==> config.mk <==
export PLATFORM = sky130hd
export DESIGN_NAME = chunk_stream_out
export DESIGN_NICKNAME = d
export VERILOG_FILES = /design/src/rtl/chunk_stream_pkg.sv /design/src/rtl/chunk_stream_pause_pipe.sv /design/src/rtl/chunk_stream_tracker.sv /design/src/rtl/chunk_stream_rd_ptr.sv /design/src/rtl/chunk_stream_out.sv
export SDC_FILE = /design/constraint.sdc
export NUM_CORES = 1
export LEC_CHECK = 0
export ABC_AREA = 1
export BUFFER_PORTS_ARGS = -buffer_cell sky130_fd_sc_hd__buf_2
export CAP_MARGIN = 20
export CORE_AREA = 2 2 211 213
export DETAILED_ROUTE_END_ITERATION = 10
export DIE_AREA = 0 0 213 215
export PLACE_DENSITY = 0.5
export SYNTH_ARGS = -nofsm -noshare
export SYNTH_HDL_FRONTEND = slang
export SYNTH_SLANG_ARGS = --single-unit
==> constraint.sdc <==
create_clock -name clk -period 5.3 [get_ports clk]
set_input_delay 0.53 -clock clk [delete_from_list [all_inputs] [get_ports clk]]
set_output_delay 0.53 -clock clk [all_outputs]
set_load 0.01 [all_outputs]
==> src/rtl/chunk_stream_pkg.sv <==
package chunk_stream_pkg;

    // Width of one stream beat and number of beats that make up a 4 KB chunk.
    localparam int unsigned BEAT_W      = 256;
    localparam int unsigned CHUNK_BEATS = 128;
    localparam int unsigned BEAT_IDX_W  = $clog2(CHUNK_BEATS);

    typedef logic [BEAT_IDX_W-1:0] beat_idx_t;
    typedef logic [BEAT_W-1:0]     beat_data_t;

    localparam beat_idx_t BEAT_TOP = beat_idx_t'(CHUNK_BEATS - 1);

    // Tag that travels alongside each outstanding buffer read.
    typedef struct packed {
        logic valid;
        logic last;
    } rd_tag_t;

    localparam rd_tag_t TAG_IDLE = '{valid: 1'b0, last: 1'b0};

endpackage

==> src/rtl/chunk_stream_pause_pipe.sv <==
// Registers the consumer's pause request before it gates read issue.
module chunk_stream_pause_pipe #(
    parameter int unsigned STAGES = 1
) (
    input  logic clk,
    input  logic rst,
    input  logic pause_i,
    output logic hold_o
);

    generate
        if (STAGES == 0) begin : g_direct
            assign hold_o = pause_i;
        end else begin : g_reg
            logic [STAGES-1:0] sr;
            always_ff @(posedge clk) begin
                if (rst) begin
                    sr <= '0;
                end else begin
                    sr[0] <= pause_i;
                    for (int i = 1; i < STAGES; i++) begin
                        sr[i] <= sr[i-1];
                    end
                end
            end
            assign hold_o = sr[STAGES-1];
        end
    endgenerate

endmodule

==> src/rtl/chunk_stream_tracker.sv <==
// Counts chunks that are completely filled but whose beats are not all issued.
module chunk_stream_tracker #(
    parameter int unsigned SLOTS = 32
) (
    input  logic clk,
    input  logic rst,
    input  logic fill_i,
    input  logic take_i,
    output logic any_o
);

    localparam int unsigned CNT_W = $clog2(SLOTS + 1);

    logic [CNT_W-1:0] ready_cnt;

    always_ff @(posedge clk) begin
        if (rst) begin
            ready_cnt <= '0;
        end else begin
            unique case ({fill_i, take_i})
                2'b10:   ready_cnt <= ready_cnt + CNT_W'(1);
                2'b01:   ready_cnt <= ready_cnt - CNT_W'(1);
                default: ready_cnt <= ready_cnt;
            endcase
        end
    end

    assign any_o = (ready_cnt != '0);

endmodule

==> src/rtl/chunk_stream_rd_ptr.sv <==
// Slot/beat read pointer; beat wraps per chunk, slot wraps at SLOTS.
module chunk_stream_rd_ptr
    import chunk_stream_pkg::*;
#(
    parameter  int unsigned SLOTS = 32,
    localparam int unsigned ID_W  = $clog2(SLOTS)
) (
    input  logic            clk,
    input  logic            rst,
    input  logic            step_i,
    output logic [ID_W-1:0] slot_o,
    output beat_idx_t       beat_o,
    output logic            last_o
);

    localparam logic [ID_W-1:0] SLOT_TOP = ID_W'(SLOTS - 1);

    assign last_o = (beat_o == BEAT_TOP);

    always_ff @(posedge clk) begin
        if (rst) begin
            slot_o <= '0;
            beat_o <= '0;
        end else if (step_i) begin
            if (last_o) begin
                beat_o <= '0;
                slot_o <= (slot_o == SLOT_TOP) ? '0 : slot_o + ID_W'(1);
            end else begin
                beat_o <= beat_o + beat_idx_t'(1);
            end
        end
    end

endmodule

==> src/rtl/chunk_stream_out.sv <==
// Streams filled chunks from the slotted buffer with pause-based flow control.
module chunk_stream_out
    import chunk_stream_pkg::*;
#(
    parameter  int unsigned SLOTS        = 32,
    parameter  int unsigned PAUSE_STAGES = 1,
    localparam int unsigned ID_W         = $clog2(SLOTS)
) (
    input  logic                  clk,
    input  logic                  rst,
    input  logic                  fill_done_i,
    input  logic                  pause_i,
    output logic                  buf_rd_en_o,
    output logic [ID_W-1:0]       buf_rd_slot_o,
    output logic [BEAT_IDX_W-1:0] buf_rd_beat_o,
    input  logic [BEAT_W-1:0]     buf_rd_data_i,
    output logic                  out_valid_o,
    output logic [BEAT_W-1:0]     out_data_o,
    output logic [ID_W-1:0]       out_id_o,
    output logic                  retire_o
);

    logic            hold;
    logic            chunk_ready;
    logic            issue;
    logic            issue_last;
    logic [ID_W-1:0] ptr_slot;
    beat_idx_t       ptr_beat;

    rd_tag_t         rd_tag;
    logic [ID_W-1:0] rd_slot;
    rd_tag_t         out_tag;

    chunk_stream_pause_pipe #(
        .STAGES (PAUSE_STAGES)
    ) u_pause (
        .clk     (clk),
        .rst     (rst),
        .pause_i (pause_i),
        .hold_o  (hold)
    );

    chunk_stream_tracker #(
        .SLOTS (SLOTS)
    ) u_track (
        .clk    (clk),
        .rst    (rst),
        .fill_i (fill_done_i),
        .take_i (issue && issue_last),
        .any_o  (chunk_ready)
    );

    chunk_stream_rd_ptr #(
        .SLOTS (SLOTS)
    ) u_ptr (
        .clk    (clk),
        .rst    (rst),
        .step_i (issue),
        .slot_o (ptr_slot),
        .beat_o (ptr_beat),
        .last_o (issue_last)
    );

    // One read per cycle while a filled chunk has beats left and no hold.
    assign issue         = chunk_ready && !hold;
    assign buf_rd_en_o   = issue;
    assign buf_rd_slot_o = ptr_slot;
    assign buf_rd_beat_o = ptr_beat;

    // Stage 1: read in flight, buffer answers next cycle.
    always_ff @(posedge clk) begin
        if (rst) begin
            rd_tag  <= TAG_IDLE;
            rd_slot <= '0;
        end else begin
            rd_tag  <= '{valid: issue, last: issue && issue_last};
            if (issue) begin
                rd_slot <= ptr_slot;
            end
        end
    end

    // Stage 2: output register; retire follows the last beat by one cycle.
    always_ff @(posedge clk) begin
        if (rst) begin
            out_tag    <= TAG_IDLE;
            out_data_o <= '0;
            out_id_o   <= '0;
            retire_o   <= 1'b0;
        end else begin
            out_tag  <= rd_tag;
            retire_o <= out_tag.valid && out_tag.last;
            if (rd_tag.valid) begin
                out_data_o <= buf_rd_data_i;
                out_id_o   <= rd_slot;
            end
        end
    end

    assign out_valid_o = out_tag.valid;

endmodule

Word-level counts from Yosys, hierarchy flattened
Index checks and enable logic that the tools add are counted.

operators by class
  add/sub/neg operators = 4
  equality and inequality tests = 4
  multiplexer cells = 3
  reduce and logical (&&, ||, !) cells = 7

operators by type and width
  operator                                          count
  case mux 6 bit (2 select lines)                   1
  adder 7 x 1 -> 7 bit, second input constant       1
  == test 7 bit, second input constant              1
  2-to-1 mux 7 bit                                  1
  adder 6 x 1 -> 6 bit, second input constant       1
  nonzero test 6 bit                                1
  subtractor 6 x 1 -> 6 bit, second input constant  1
  adder 5 x 1 -> 5 bit, second input constant       1
  == test 5 bit, second input constant              1
  2-to-1 mux 5 bit                                  1
  logical AND 1 bit                                 3
  == test 2 x 1 -> 1 bit, second input constant     1
  == test 2 bit, second input constant              1
  AND reduction 2 bit                               1
  nonzero test 2 bit                                1
  zero test 1 bit                                   1

word-level totals
  register bits after elaboration = 290
  input bits = 260
  output and inout port bits = 276
  word-level logic and storage cells = 30

Longest topological paths before layout
  word-level depth = 5
  depth in mapped cells = 14
  gate-level depth less buffers = 14

By module
A second synthesis with hierarchy kept.

second synthesis, totals
  cells, all modules = 1361
  area, all modules = 10565.1 um^2

by module, submodules not included
  module                   instances  cells an instance  area an instance (um^2)  seq. area each (um^2)
  chunk_stream_out         1          1180               9380.2                   5425.2
  chunk_stream_rd_ptr      1          96                 650.6                    240.2
  chunk_stream_tracker     1          82                 504.2                    120.1
  chunk_stream_pause_pipe  1          3                  30.0                     20.0

Worst setup path before layout
No wires, ideal clock.

  kind = reg-to-reg
  from = register u_ptr.beat_o[0]
  to = register u_track.ready_cnt[4]
  library setup time = 0.056 ns
  arrival time = 2.320 ns
  data required time = 5.244 ns
  setup slack = 2.925 ns
  cell stages (with the launch flop) = 14
  buffers on the path = 0
  period minus slack after synthesis = 2.375 ns
  cells stage by stage = dfxtp_1 -> ha_1 -> nand3_1 -> nor2_2 -> nand3_2 -> inv_2 -> ha_1 -> inv_1 -> fa_1 -> nand3b_1 -> a21o_1 -> nand3_1 -> nand2_1 -> inv_1

on the way
  longest elaborated chain between the ends = 4
  elaborated cells between the ends (all ways) = 6
  those cells by class = 3 x eq/ne; 1 x mux; 2 x reduce/logical

ends and longest elaborated chain
  item                                                                   RTL line                    text
  from (decl)                                                            chunk_stream_rd_ptr.sv:12   output beat_idx_t beat_o,
  from (signal assigned)                                                 chunk_stream_rd_ptr.sv:29   beat_o <= beat_o + beat_idx_t'(1);
  == test 7 bit (*)                                                      chunk_stream_rd_ptr.sv:18   assign last_o = (beat_o == BEAT_TOP);
  logical AND 1 bit (*)                                                  chunk_stream_out.sv:49      .take_i (issue && issue_last),
  via u_track.take_i                                                     chunk_stream_tracker.sv:8   input logic take_i,
  == test 2 x 1 -> 1 bit or == test 2 bit (tied branches)                chunk_stream_tracker.sv:20  unique case ({fill_i, take_i})
  case mux 6 bit (2 select lines) or nonzero test 2 bit (tied branches)  --
  to (signal assigned)                                                   chunk_stream_tracker.sv:21  2'b10: ready_cnt <= ready_cnt + CNT_W'(1);
  to (signal assigned)                                                   chunk_stream_tracker.sv:22  2'b01: ready_cnt <= ready_cnt - CNT_W'(1);
  to (signal assigned)                                                   chunk_stream_tracker.sv:23  default: ready_cnt <= ready_cnt;
  to (decl)                                                              chunk_stream_tracker.sv:14  logic [CNT_W-1:0] ready_cnt;

The timed path passes the listed nets; every way through them passes the cells marked *.
A chain may end at the register's enable or synchronous reset.

Final worst setup path
Ends and elaborated chain as after synthesis.

==> out/metrics.cfg <==
[synthesis]
syn_area_mm2=0.0104
postSynthCellCount=1313
syn_nets=1582
syn_area_per_cell_um2=7.91
yosysTopAreaCellShare=0.559
ys_types=31
synth-seq-cells=290
ys_seq_area_frac=0.559
synth.area.top_cells=dfxtp_1, nor2_1, o21ai_0, buf_6, clkbuf_1
ys_warn_count=0
netlist.top_cell.by_area=dfxtp_1

[cts]
cts_max_level=2
tritoncts=built
clk_pin_slew_ns=0.06
cts_made_buffers=34
clk_latency_ns=0.53
clockRootBuffer=clkbuf_16
cts_setup_buffers=0
cts_hold_buf=0
cts_resized=0
cts.sinks=290
cts_buffer_depth=3

[route]
drc_errors=0
routed_via_density=4.28
wl_mm=37.0
drtIter0Drc=521
antenna_left=0
num_vias=10300
wl_per_cell_um=15.3
drt_pass1_iterations=5

[worst_setup_path]
critical_path.startpoint=u_ptr.beat_o[0]$_SDFFE_PP0P_
timing.rr.start=u_ptr.beat_o[0]$_SDFFE_PP0P_
arrival_ns=3.04
crit_path_start_kind=flop
critical_path.endpoint_type=flop
critPathKind=reg -> reg
required_ns=5.77
critPathMaxFanout=6

[timing]
fin_crit_sh=0.486
finalHoldViolCount=0
finalSetupViolCount=0
worstMarginPinSlew_ns=0.966
rsz0062_at_grt=no
setup_tns_ns=0
relSlewSlack=0.356
finClkSkew_ns=0.0157
maxSlewViolCount=0
fmax_ghz=0.388
period_needed_ns=2.58

[placed_design]
hpwl_mm=25.9
place.gp.congestion=0.803
placement.cell_area_mm2=0.0133
dp_cells=2355
portBuffers=535

[min_path]
hold_path.class=in -> reg
hp-start=buf_rd_data_i[210]

[global_route]
grt_max_degree=156
grt_pass1_wl_mm=54.9
grt.overflow.total=0
antenna_found_initial=11
grt.total_usage=0.152
grt_pass1_vias=9692

[job]
max-cap-violations=0

[final_layout]
finalInstanceArea_mm2=0.0144
nets=2068
layoutNonFillerInstCount=2416
drive_gt1_frac=0.330
synthToLayoutAreaGrowth_pct=38.7

[power]
total_power_mw=5.58
p_leak_nw=7.33
vdd_drop_max_v=0.000220
pwr_density_cell_mw_per_mm2=388

[die]
rows=77
initial_utilization=0.238
core_mm2=0.0436
die_y_um=215
ios=536
fp.dieW_um=213
die_area_mm2=0.0458

[run_status]
status=finished clean

[Yosys cell counts]
master      n
a21o_1      1
a21oi_1    15
buf_2      12
buf_4       3
buf_6      21
buf_8       1
clkbuf_1   52
clkbuf_2    1
clkinv_1    1
dfxtp_1   290
fa_1        1
ha_1        8
inv_1      22
inv_2       2
inv_6       1
nand2_1    29
nand2_2     2
nand3_1    11
nand3_2     2
nand3b_1    4
nand4_1     2
nor2_1    548
nor2_2      1
nor3_1      1
o211ai_1    1
o21ai_0   272
o21ai_1     2
or2_0       1
or2_2       3
xnor2_1     1
xor2_1      2
[registers in the layout, summed over array words and instances, names as in the netlist]
register and flops:
out_data_o 256, u_ptr.beat_o 7, u_track.ready_cnt 6, out_id_o 5, rd_slot 5, u_ptr.slot_o 5
rd_tag 2, out_tag 1, out_valid_o 1, retire_o 1, u_pause.hold_o 1
[layout make-up]
cell class	count	area, um2
fillers	4796	29200
flip-flops and latches	290	5810
multi-input cells	907	3940
repair buffers	540	2730
clock buffers	54	1050
well taps	592	741
inverters	26	110
clock inverters	3	18.8
diodes	4	10.0
[worst paths after layout]
check / to / slack (ns) / cells after the start
worst max-delay path: u_track.ready_cnt[4]$_SDFFE_PP0P_ / 2.72 / 13
worst min-delay path: out_data_o[210]$_SDFFE_PP0P_ / 0.22 / 3
worst max register to register: u_track.ready_cnt[4]$_SDFFE_PP0P_ / 2.72 / 13
worst min register to register: out_tag[0]$_SDFF_PP0_ / 0.41 / 2
[cell usage in the layout, fill, tap and decap left out, types with 2 or more instances in the layout]
cell type,instances
nor2_1,548
buf_2,535
dfxtp_1,289
o21ai_0,272
clkbuf_16,35
nand2_1,29
inv_1,21
a21oi_1,15
nand3_1,11
clkbuf_8,10
clkbuf_1,9
ha_1,8
diode_2,4
nand3b_1,4
buf_4,4
or2_2,3
nand3_2,2
nand2_2,2
inv_2,2
inv_6,2
nand4_1,2
xor2_1,2
o21ai_1,2
clkinv_2,2
[report_power, final]
group | switching, mW | leakage (nW) | internal (mW)
clock | 0.915 | 0.526 | 1.35
sequential | 0.113 | 2.39 | 2.39
combinational | 0.504 | 4.41 | 0.315
total | 1.53 | 7.33 | 4.05
[through the flow]
stage	hold WS [ns]	setup slack, ns	utilization
floorplan	0.388	2.92	-
global placement	0.402	2.81	0.305
global route	0.198	2.49	0.330
detailed placement	0.401	2.73	0.305
finish	0.219	2.72	0.330
CTS	0.180	2.70	0.330
[critical path, cell delays in order (launching register included)]
cell and delay, ns:
dfxtp_1 0.38, ha_1 0.21, nand3_1 0.13, nor2_2 0.18
nand3_2 0.13, inv_2 0.09, ha_1 0.30, inv_1 0.11
fa_1 0.46, nand3b_1 0.19, a21o_1 0.19, nand3_1 0.06
nand2_1 0.05, inv_1 0.04
[per-layer routing]
layer,GRT usage,part of all wire,vias up
li1,-,-,5184
met1,0.167,0.39,4669
met2,0.264,0.47,416
met3,0.0617,0.11,72
met4,0.0522,0.030,8
met5,0,0.0014,-
[cells by family after synthesis]
kind of cell             count (synthesis)  synth area share
AO/OA/AOI/OAI                          291             0.141
flip-flops                             290             0.559
buffers and inverters                  116            0.0613
adder cells (fa/ha/maj)                  9            0.0116
XOR/XNOR                                 3           0.00253
AND/OR/NAND/NOR                        604             0.225
Power figures use the tool's default switching activity.
